===== src/rtl/dma_irq_pkg.sv =====
package dma_irq_pkg;

  typedef enum logic [2:0] {
    stIdle,
    stCheck,
    stWait,
    stRead,
    stWrite
  } dmaState_e;

  typedef struct packed {
    logic clrIdx;
    logic incIdx;
    logic capData;
    logic setIrq;
    logic armPend;
    logic dropPend;
    logic takeEvt;
    logic busRd;
    logic busWr;
  } dmaStrobe_t;

endpackage


===== src/rtl/dma_irq_ctrl.sv =====
module dma_irq_ctrl
  import dma_irq_pkg::*;
(
  input  logic       clk,
  input  logic       rstN,
  input  logic       cfgMode,
  input  logic       startGo,
  input  logic       devGo,
  input  logic       devEvt,
  input  logic       countHit,
  input  logic       mReady,
  output dmaStrobe_t strobe,
  output logic       idle
);

  dmaState_e state, stateNext;

  always_ff @(posedge clk or negedge rstN) begin
    if (!rstN) state <= stIdle;
    else       state <= stateNext;
  end

  always_comb begin
    stateNext = state;
    strobe    = '0;
    unique case (state)
      stIdle: begin
        strobe.dropPend = 1'b1;
        if (cfgMode ? devGo : startGo) begin
          strobe.clrIdx  = 1'b1;
          strobe.armPend = cfgMode;
          stateNext      = stCheck;
        end
      end
      stCheck: begin
        if (countHit) begin
          strobe.setIrq = 1'b1;
          stateNext     = stIdle;
        end else begin
          stateNext = stWait;
        end
      end
      stWait: begin
        if (devEvt) begin
          strobe.takeEvt = 1'b1;
          stateNext      = stRead;
        end
      end
      stRead: begin
        strobe.busRd = 1'b1;
        if (mReady) begin
          strobe.capData = 1'b1;
          stateNext      = stWrite;
        end
      end
      stWrite: begin
        strobe.busWr = 1'b1;
        if (mReady) begin
          strobe.incIdx = 1'b1;
          stateNext     = stCheck;
        end
      end
      default: stateNext = stIdle;
    endcase
  end

  assign idle = (state == stIdle);

  assert_wait_loops_R5: assert property (@(posedge clk) disable iff (!rstN)
    (state == stWait && !devEvt) |=> (state == stWait));

  assert_write_follows_read_R6: assert property (@(posedge clk) disable iff (!rstN)
    (state == stRead && mReady) |=> (state == stWrite));

endmodule


===== src/rtl/dma_irq_datapath.sv =====
module dma_irq_datapath
  import dma_irq_pkg::*;
#(
  parameter int ADDR_W = 16,
  parameter int DATA_W = 16,
  parameter int CNT_W  = 8
) (
  input  logic              clk,
  input  logic              rstN,
  input  dmaStrobe_t        strobe,
  input  logic              cfgEnable,
  input  logic              cfgStart,
  input  logic              cfgIrqClear,
  input  logic              devIrq,
  input  logic [ADDR_W-1:0] cfgBase,
  input  logic [ADDR_W-1:0] cfgOffset,
  input  logic [ADDR_W-1:0] cfgBufPtr,
  input  logic [CNT_W-1:0]  cfgCount,
  input  logic [DATA_W-1:0] mRdata,
  output logic              startGo,
  output logic              devGo,
  output logic              devEvt,
  output logic              countHit,
  output logic [ADDR_W-1:0] mAddr,
  output logic [DATA_W-1:0] mWdata,
  output logic              cpuIrq
);

  logic [CNT_W-1:0]  idx;
  logic [DATA_W-1:0] dataReg;
  logic              pend, devQ, startQ, irqReg;
  logic [ADDR_W-1:0] devAddr, bufAddr;

  assign devGo    = devIrq & ~devQ & cfgEnable;
  assign startGo  = cfgStart & ~startQ & cfgEnable;
  assign devEvt   = pend | devGo;
  assign countHit = (idx == cfgCount);

  assign devAddr = cfgBase + cfgOffset;
  assign bufAddr = cfgBufPtr + ADDR_W'(idx);
  assign mAddr   = strobe.busWr ? bufAddr : devAddr;
  assign mWdata  = dataReg;
  assign cpuIrq  = irqReg;

  always_ff @(posedge clk or negedge rstN) begin
    if (!rstN) begin
      devQ   <= 1'b0;
      startQ <= 1'b0;
    end else begin
      devQ   <= devIrq;
      startQ <= cfgStart;
    end
  end

  always_ff @(posedge clk or negedge rstN) begin
    if (!rstN)                pend <= 1'b0;
    else if (strobe.armPend)  pend <= 1'b1;
    else if (strobe.dropPend) pend <= 1'b0;
    else if (strobe.takeEvt)  pend <= pend & devGo;
    else                      pend <= pend | devGo;
  end

  always_ff @(posedge clk or negedge rstN) begin
    if (!rstN)              idx <= '0;
    else if (strobe.clrIdx) idx <= '0;
    else if (strobe.incIdx) idx <= idx + 1'b1;
  end

  always_ff @(posedge clk or negedge rstN) begin
    if (!rstN)               dataReg <= '0;
    else if (strobe.capData) dataReg <= mRdata;
  end

  always_ff @(posedge clk or negedge rstN) begin
    if (!rstN)             irqReg <= 1'b0;
    else if (strobe.setIrq) irqReg <= 1'b1;
    else if (cfgIrqClear)   irqReg <= 1'b0;
  end

  assert_irq_sticky_R9: assert property (@(posedge clk) disable iff (!rstN)
    (cpuIrq && !cfgIrqClear) |=> cpuIrq);

  assert_irq_clears_R9: assert property (@(posedge clk) disable iff (!rstN)
    (cfgIrqClear && !strobe.setIrq) |=> !cpuIrq);

  assert_no_latch_disabled_R4: assert property (@(posedge clk) disable iff (!rstN)
    (!cfgEnable && !pend && !strobe.armPend) |=> !pend);

endmodule


===== src/rtl/dma_irq_engine.sv =====
module dma_irq_engine
  import dma_irq_pkg::*;
#(
  parameter int ADDR_W = 16,
  parameter int DATA_W = 16,
  parameter int CNT_W  = 8
) (
  input  logic              clk,
  input  logic              rstN,
  input  logic              cfgMode,
  input  logic              cfgEnable,
  input  logic              cfgStart,
  input  logic              cfgIrqClear,
  input  logic [ADDR_W-1:0] cfgBase,
  input  logic [ADDR_W-1:0] cfgOffset,
  input  logic [ADDR_W-1:0] cfgBufPtr,
  input  logic [CNT_W-1:0]  cfgCount,
  input  logic              devIrq,
  output logic              mReq,
  output logic              mWe,
  output logic [ADDR_W-1:0] mAddr,
  output logic [DATA_W-1:0] mWdata,
  input  logic [DATA_W-1:0] mRdata,
  input  logic              mReady,
  output logic              cpuIrq
);

  dmaStrobe_t strobe;
  logic startGo, devGo, devEvt, countHit, idle;

  dma_irq_ctrl i_ctrl (
    .clk      (clk),
    .rstN     (rstN),
    .cfgMode  (cfgMode),
    .startGo  (startGo),
    .devGo    (devGo),
    .devEvt   (devEvt),
    .countHit (countHit),
    .mReady   (mReady),
    .strobe   (strobe),
    .idle     (idle)
  );

  dma_irq_datapath #(
    .ADDR_W (ADDR_W),
    .DATA_W (DATA_W),
    .CNT_W  (CNT_W)
  ) i_dp (
    .clk         (clk),
    .rstN        (rstN),
    .strobe      (strobe),
    .cfgEnable   (cfgEnable),
    .cfgStart    (cfgStart),
    .cfgIrqClear (cfgIrqClear),
    .devIrq      (devIrq),
    .cfgBase     (cfgBase),
    .cfgOffset   (cfgOffset),
    .cfgBufPtr   (cfgBufPtr),
    .cfgCount    (cfgCount),
    .mRdata      (mRdata),
    .startGo     (startGo),
    .devGo       (devGo),
    .devEvt      (devEvt),
    .countHit    (countHit),
    .mAddr       (mAddr),
    .mWdata      (mWdata),
    .cpuIrq      (cpuIrq)
  );

  assign mReq = strobe.busRd | strobe.busWr;
  assign mWe  = strobe.busWr;

  assert_req_hold_R7: assert property (@(posedge clk) disable iff (!rstN)
    (mReq && !mReady) |=> (mReq && $stable(mWe) && $stable(mAddr) && $stable(mWdata)));

  assert_read_first_R6: assert property (@(posedge clk) disable iff (!rstN)
    $rose(mReq) |-> !mWe);

  assert_disabled_idle_R4: assert property (@(posedge clk) disable iff (!rstN)
    (idle && !cfgEnable) |=> idle);

  assert_irq_from_busy_R8: assert property (@(posedge clk) disable iff (!rstN)
    $rose(cpuIrq) |-> $past(!idle));

endmodule


===== config.mk =====
export PLATFORM = sky130hd
export DESIGN_NAME = dma_irq_engine
export DESIGN_NICKNAME = d
export VERILOG_FILES = /design/src/rtl/dma_irq_pkg.sv /design/src/rtl/dma_irq_ctrl.sv /design/src/rtl/dma_irq_datapath.sv /design/src/rtl/dma_irq_engine.sv
export SDC_FILE = /design/constraint.sdc
export NUM_CORES = 1
export LEC_CHECK = 0
export BUFFER_PORTS_ARGS = -buffer_cell sky130_fd_sc_hd__buf_2
export CAP_MARGIN = 20
export CORE_MARGIN = 4
export CORE_UTILIZATION = 44
export DETAILED_ROUTE_END_ITERATION = 10
export GPL_TIMING_DRIVEN = 0
export PLACE_DENSITY = 0.86
export SYNTH_ARGS = -nofsm -noshare
export SYNTH_HDL_FRONTEND = slang
export SYNTH_SLANG_ARGS = --single-unit

===== constraint.sdc =====
create_clock -name clk -period 3.3 [get_ports clk]
set_input_delay 0.825 -clock clk [delete_from_list [all_inputs] [get_ports clk]]
set_output_delay 0.825 -clock clk [all_outputs]
set_load 0.02 [all_outputs]

==> results of run 1 <==
-- power by group through the flow --
stage | Sequential (W) | Combinational, W | Clock [W]
after floorplan | 0.000689 | 0.000518 | 0
after global placement | 0.000563 | 0.000927 | 0
after detailed placement | 0.000573 | 0.000952 | 0
after CTS | 0.000568 | 0.000989 | 0.000280
after global routing | 0.000583 | 0.00112 | 0.000300
final | 0.000569 | 0.00104 | 0.000276
-- layer usage --
layer / vias to the layer above / global-route usage [%]
met5: - / 0
met1: 1427 / 25.4
met3: 12 / 1.51
li1: 1402 / -
met2: 94 / 37.4
met4: 0 / 5.02
-- cells by family after synthesis --
group,Yosys count,synth area share [%]
XOR/XNOR,36,11.3
adder cells (fa/ha/maj),26,12.2
buffers and inverters,15,3.09
AND/OR/NAND/NOR,103,19.0
multiplexers,21,8.24
flip-flops,31,27.8
AO/OA/AOI/OAI,79,18.4
-- registers in the layout (all words and copies together), names as in the netlist --
register and cells:
i_dp.mWdata 16, i_dp.idx 8, i_ctrl.state 3, i_dp.cpuIrq 1, i_dp.devQ 1, i_dp.pend 1, i_dp.startQ 1
-- stage by stage --
step,std cells,instance area (um2)
6_report,520,3900
5_1_grt,520,3900
4_1_cts,513,3710
3_5_place_dp,500,3480
3_3_place_gp,500,3480
2_1_floorplan,311,2820
-- cells in the final DEF, fill, tap and decap left out, types with 10 or more instances in the layout --
master / n
ha_1: 15
buf_2: 108
buf_4: 18
dfrtp_1: 31
nor2_1: 23
xor2_1: 23
mux2_2: 16
o21ai_0: 13
xnor2_1: 12
a21oi_1: 14
nand2_1: 29
a21o_1: 10
-- worst reg2reg max path, cell delays in order (launching register included) --
cell      delay (ns)
dfrtp_1         0.37
buf_6           0.14
nor4bb_1        0.30
buf_4           0.23
nand4_4         0.11
nor2_2          0.12
nand4_1         0.13
xor2_1          0.21
nor2_2          0.04
-- cell usage after synthesis, types with 2 or more instances --
| cell type | n |
|---|---|
| nand2b_1 | 6 |
| buf_2 | 3 |
| xnor2_1 | 13 |
| o21ai_1 | 2 |
| nand3_1 | 11 |
| xor2_1 | 23 |
| fa_1 | 2 |
| mux2i_1 | 5 |
| nor2_1 | 24 |
| nor2b_1 | 3 |
| nor3_1 | 3 |
| nor2_2 | 2 |
| and3_1 | 4 |
| nand2_1 | 30 |
| o211ai_1 | 2 |
| or3_1 | 3 |
| o21ai_0 | 16 |
| o21bai_1 | 2 |
| nor4_1 | 3 |
| a211o_1 | 2 |
| dfrtp_1 | 31 |
| a31oi_1 | 5 |
| and2_1 | 2 |
| a21o_1 | 10 |
| o211a_1 | 2 |
| clkbuf_1 | 2 |
| ha_1 | 24 |
| a21oi_1 | 24 |
| nand4_1 | 5 |
| inv_1 | 6 |
| mux2_2 | 16 |
| o21a_1 | 2 |
| buf_6 | 3 |
-- final timing paths --
path | start | endpoint | slack (ns) | cells after the start
max | cfgBase[0] | mAddr[8] | -0.22 | 11
min | i_dp.mWdata[15] | i_dp.mWdata[15] | 0.50 | 1
max reg2reg | i_ctrl.state[1] | i_dp.idx[7] | 1.51 | 8
min reg2reg | i_dp.mWdata[15] | i_dp.mWdata[15] | 0.50 | 1
max in group asynchronous | rstN | i_dp.pend | 2.27 | 1
min in group asynchronous | rstN | i_dp.mWdata[4] | 0.59 | 1
-- cell type report --
| cell class | instances | area (um2) |
|---|---|---|
| tap | 75 | 93.8 |
| inverter | 6 | 22.5 |
| buffer | 9 | 63.8 |
| multi-input combinational | 265 | 2160 |
| sequential | 31 | 776 |
| fill | 498 | 2130 |
| clock buffer | 7 | 76.3 |
| timing repair buffer | 126 | 698 |
| clock inverter | 1 | 5.00 |
-- repair_timing --
item | 4_1_cts | 5_1_grt
setup endpoints to repair | 9 | 11
gates resized for setup | 24 | 28
hold buffers | 0 | 0
buffers inserted | 5 | 7
pin swaps | 14 | 17
==> impl_metrics.toml, run 1 <==
[logic_synthesis]
ys_async_sr_fraction_pct = 100
ys_types = 53
synth_area_leaders = "dfrtp_1 28%, ha_1 11%, xor2_1 7.2%"
synth_seq_cells = 31
synth_top_area_cell = "dfrtp_1"
mappedNetlistArea_um2 = 2790
synth_edf_count = 0
netlist_instances = 311
ys_seq_area_share_pct = 27.8
synth_nets = 417
avgSynthCellArea_um2 = 8.98
yosys_warnings = 0
synth_top_cell_area_share_pct = 27.8
synth-main-ff-cell = "dfrtp_1"

[clock_network]
clk_latency_ns = 0.28
cts.clk_slew.worst_paths_ns = 0.06
clock_tree.root_cell = "clkbuf_8"
cts_sinks = 31
cts-buffers-inserted = 5
cts_buffer_depth = 2
cts_tree = "built"
cts-htree-levels = 2

[power_and_ir_drop]
power_density_nw_per_um2 = 484
p_seq_share_pct = 30.2
ir_worst_vdd_mv = 0.470
leakage_nw = 1.96
netSwitchingFraction_pct = 41.6
internal-power_w = 0.00110
power_frac_comb_pct = 55.2
switchingPower_w = 0.000784
total_power_w = 0.00189
clkPwrFrac_pct = 14.6

[setup_path]
slowest_stage = "fa_2"
max_stage_delay_ns = 0.36
crit_family = "compound AO/OA/AOI/OAI gates"
cp-end-kind = "primary output"
critPathMostFrequentCell = "buf_6"
cp-start-kind = "input port"
critPathKind = "input port to primary output"
cp_cell_sequence = "buf_6 > ha_4 > fa_2 > a21o_1 > a31o_4 > a21boi_4 > buf_4 > xnor2_2 > nor2_1 > a21oi_2 > buf_6"
crit_fanout = 3
cp_num_buf_inv = 3
critPathArrivalTime_ns = 2.69
cp.required_ns = 2.47

[sta]
finalClockSkew_ns = 0.00417
fmax_ghz = 0.284
rsz0062_at_grt = "true"
finalWorstSetupSlack_ns = -0.218
fin_setup_tns_ns = -0.845
worst_pin_slew_ns = 0.739
setup_viol = 6
slew_headroom_pct = 50.3
fin_crit_sh_pct = 107
whs_ns = 0.500
min_period_ns = 3.52
finalMaxSlewViolations = 0
finalHoldViolations = 0

[floorplan]
core_um2 = 6030
die_h_um = 87.7
start_util_pct = 46.4
fp.dieW_um = 87.7
rows = 28
die-area_um2 = 7690
io_pins = 115

[run]
cap_viol_max_count = 0

[route]
wl_met1_mm = 3.43
wl_mm = 8.32
drtIter0Drc = 147
route.detailed.drc = 0
drt-pass1-iter-count = 4
ant_nets = 0
via_per_inst = 5.64
wl_per_cell_um = 16.0
routed.top_layer = "met4"
via_count = 2935
met2_length_mm = 4.43
met3_length_um = 313

[grt]
grt_pass1_wl_mm = 12.6
antenna_found_initial = 0
grt_max_degree = 32
grt_pass1_vias = 2845
grt_overflow = 0
grt_use_total_pct = 20.2

[layout]
nNetsFinal = 550
postLayoutCoreUtil_pct = 64.7
drive_gt1_share_pct = 45.6
area_growth_pct = 39.6
n_antenna_cell = 0

[place]
gp_congestion = 0.837
numPortBuffers = 114
dp_hpwl_mm = 6.19
pre_cts_ws_ns = -0.267

[status]
status = "complete, but fails checks"
violations = "negative setup slack"

[worst_hold_path]
min_path_type = "flip-flop to flip-flop"
(Power assumes the default switching activity.)
==> run 2, diff against run 1 <==
--- a/config.mk
+++ b/config.mk
@@ -5,13 +5,14 @@
 export SDC_FILE = /design/constraint.sdc
 export NUM_CORES = 1
 export LEC_CHECK = 0
+export ABC_AREA = 1
 export BUFFER_PORTS_ARGS = -buffer_cell sky130_fd_sc_hd__buf_2
 export CAP_MARGIN = 20
 export CORE_MARGIN = 4
-export CORE_UTILIZATION = 44
+export CORE_UTILIZATION = 46
 export DETAILED_ROUTE_END_ITERATION = 10
 export GPL_TIMING_DRIVEN = 0
-export PLACE_DENSITY = 0.86
+export PLACE_DENSITY = 0.87
 export SYNTH_ARGS = -nofsm -noshare
 export SYNTH_HDL_FRONTEND = slang
 export SYNTH_SLANG_ARGS = --single-unit
==> constraint.sdc (replaced) <==
create_clock -name clk -period 3.2 [get_ports clk]
set_input_delay 0.8 -clock clk [delete_from_list [all_inputs] [get_ports clk]]
set_output_delay 0.8 -clock clk [all_outputs]
set_load 0.02 [all_outputs]
==> run 2 against run 1 <==
The run now ends clean; cell count is 38% higher; clock-buffer cell count decreased by 1; clock power grew 1%; largest cell class unchanged; non-clock buffer count is 15 lower; critical endpoint is now mAddr[4]; synthesized area grew 17%; critical path type unchanged; via count increased by 23%; register-to-register slack gained 0.17 ns; sequential cell count did not move; synthesized cell count grew 60%; setup slack improved by 0.30 ns; critical path depth decreased by 1.
==> impl_metrics.toml, run 2 <==
[floorplan]
die_h_um = 92.2
start_util_pct = 47.8
core_um2 = 6830
io_pins = 115
rows = 30
fp.dieW_um = 92.2
die-area_um2 = 8510

[setup_path]
critPathArrivalTime_ns = 2.32
critPathLaunch = "cfgBufPtr[0]"
cp.required_ns = 2.40
critPathKind = "input port to primary output"
cp-start-kind = "input port"
crit_fanout = 4
r2r_start = "i_dp.idx[1]"
rrSetupSlack_ns = 1.68
cp-end-kind = "primary output"

[logic_synthesis]
synth_nets = 603
synth_seq_cells = 31
synthMuxAreaShare_pct = 6.55
synth_xor_xnor_area_share_pct = 3.22
avgSynthCellArea_um2 = 6.57
mappedNetlistArea_um2 = 3260
synth_top_family_by_area = "simple AND/OR/NAND/NOR gates"
ys_async_sr_fraction_pct = 100
yosysMostFrequentCell = "nand2_1"
yosys_warnings = 0
netlist_instances = 497
synth_compound_area_share_pct = 6.32
synth_top_cell_area_share_pct = 23.8
ys_types = 36
synth_top_area_cell = "dfrtp_1"
synth_area_leaders = "dfrtp_1 24%, nand2_1 20%, ha_1 9.2%"
synth-main-ff-cell = "dfrtp_1"
synth_edf_count = 0
synth_fa_ha_area_share_pct = 10.4
ys_seq_area_share_pct = 23.8
synthSimpleGateAreaFrac_pct = 39.5
yosys-top-cells-count = "172 x nand2_1, 69 x inv_1, 47 x nand3_1"

[sta]
rsz0062_at_grt = "false"
finalMaxSlewViolations = 0
fin_setup_tns_ns = 0
fin_crit_sh_pct = 97.5
min_period_ns = 3.12
worst_pin_slew_ns = 0.675
slew_headroom_pct = 55.0
fmax_ghz = 0.320
finalClockSkew_ns = 0.00558
setup_viol = 0
finalHoldViolations = 0
finalWorstSetupSlack_ns = 0.0789

[route]
route.detailed.drc = 0
via_count = 3619
drtIter0Drc = 171
via_per_inst = 5.06
ant_nets = 0
wl_mm = 9.35
wl_per_cell_um = 13.1
drt-pass1-iter-count = 4

[place]
gp_congestion = 0.852
dp_hpwl_mm = 7.56
pre_cts_ws_ns = -0.0588
numPortBuffers = 114

[layout]
nNetsFinal = 726
multi_input_area_um2 = 2220
drive_gt1_share_pct = 29.1
seqCellArea_um2 = 776
area_growth_pct = 26.6
largest_reg_flops = 16
final_common_cell = "nand2_1"
mostFrequentLayoutCells = "162 x nand2_1, 110 x buf_2, 69 x inv_1"
n_antenna_cell = 0
fill_cells = 631
postLayoutCoreUtil_pct = 60.5

[clock_network]
cts_sinks = 31
clock_tree.root_cell = "clkbuf_8"
clk_latency_ns = 0.28
postCtsHoldBufs = 0
cts-buffers-inserted = 5
cts.clk_slew.worst_paths_ns = 0.05
cts-htree-levels = 2
cts_buffer_depth = 2
cts_tree = "built"

[grt]
grt_overflow = 0
antenna_found_initial = 0
grt_pass1_wl_mm = 15.0
grt_pass1_vias = 3557
grt_max_degree = 32
grt_use_total_pct = 21.2

[status]
status = "finished, final reports clean"

[power_and_ir_drop]
power_density_nw_per_um2 = 511
leakage_nw = 2.42
ir_worst_vdd_mv = 0.494
total_power_w = 0.00211

[run]
cap_viol_max_count = 0

[worst_hold_path]
min_path_type = "flip-flop to flip-flop"
holdCritStartpoint = "i_dp.mWdata[15]"
## run 2: logic make-up after synthesis
family | Yosys count
flip-flops | 31
buffers and inverters | 82
XOR/XNOR | 12
multiplexers | 16
adder cells (fa/ha/maj) | 26
AO/OA/AOI/OAI | 40
AND/OR/NAND/NOR | 290
## run 2: worst paths after layout
kind / endpoint / cells past startpoint
setup / recovery: mAddr[4] / 10
hold / removal: i_dp.mWdata[15] / 1
setup reg to reg: i_dp.idx[6] / 5
hold reg to reg: i_dp.mWdata[15] / 1
max in group asynchronous: i_dp.idx[1] / 1
min in group asynchronous: i_dp.pend / 1
## run 2: metrics by stage
| step | hold slack [ns] | instance area, um2 | cells |
|---|---|---|---|
| finish | 0.501 | 4130 | 715 |
| global route | 0.512 | 4130 | 715 |
| CTS | 0.501 | 4030 | 713 |
| detailed placement | 0.488 | 3960 | 707 |
| global placement | 0.484 | 3960 | 707 |
| floorplan | 0.504 | 3260 | 497 |
## run 2: what timing repair did
action / CTS / global route
pin swaps: 0 / 10
setup buffers: 0 / 2
resized for setup: 3 / 27
endpoints found under the setup margin: 3 / 6
## run 2: per-layer routing
| metal | track usage (%) | wire [um] |
|---|---|---|
| met1 | 24.9 | 3840 |
| met2 | 39.0 | 4810 |
| met3 | 3.61 | 503 |
| met4 | 6.68 | 201 |
| met5 | 0 | 0 |
## run 2: worst max-delay path, stage by stage
cell	delay, ns
buf_2	0.12
ha_4	0.16
fa_2	0.40
nand2_2	0.08
nand2_2	0.06
and2_4	0.15
o21ai_1	0.11
a21oi_1	0.05
or2_1	0.23
buf_4	0.16
## run 2: final cells by class
type,count,area share (%)
multi-input combinational,384,53.8
clock buffer,6,1.76
timing repair buffer,116,14.7
buffer,4,0.939
inverter,78,7.15
sequential,31,18.8
tap,96,2.91
## run 2: report_power, final
| group | total [W] | switching (W) | internal (W) |
|---|---|---|---|
| Clock | 0.000280 | 0.000136 | 0.000145 |
| Combinational | 0.00121 | 0.000711 | 0.000495 |
| Sequential | 0.000625 | 0.0000984 | 0.000527 |
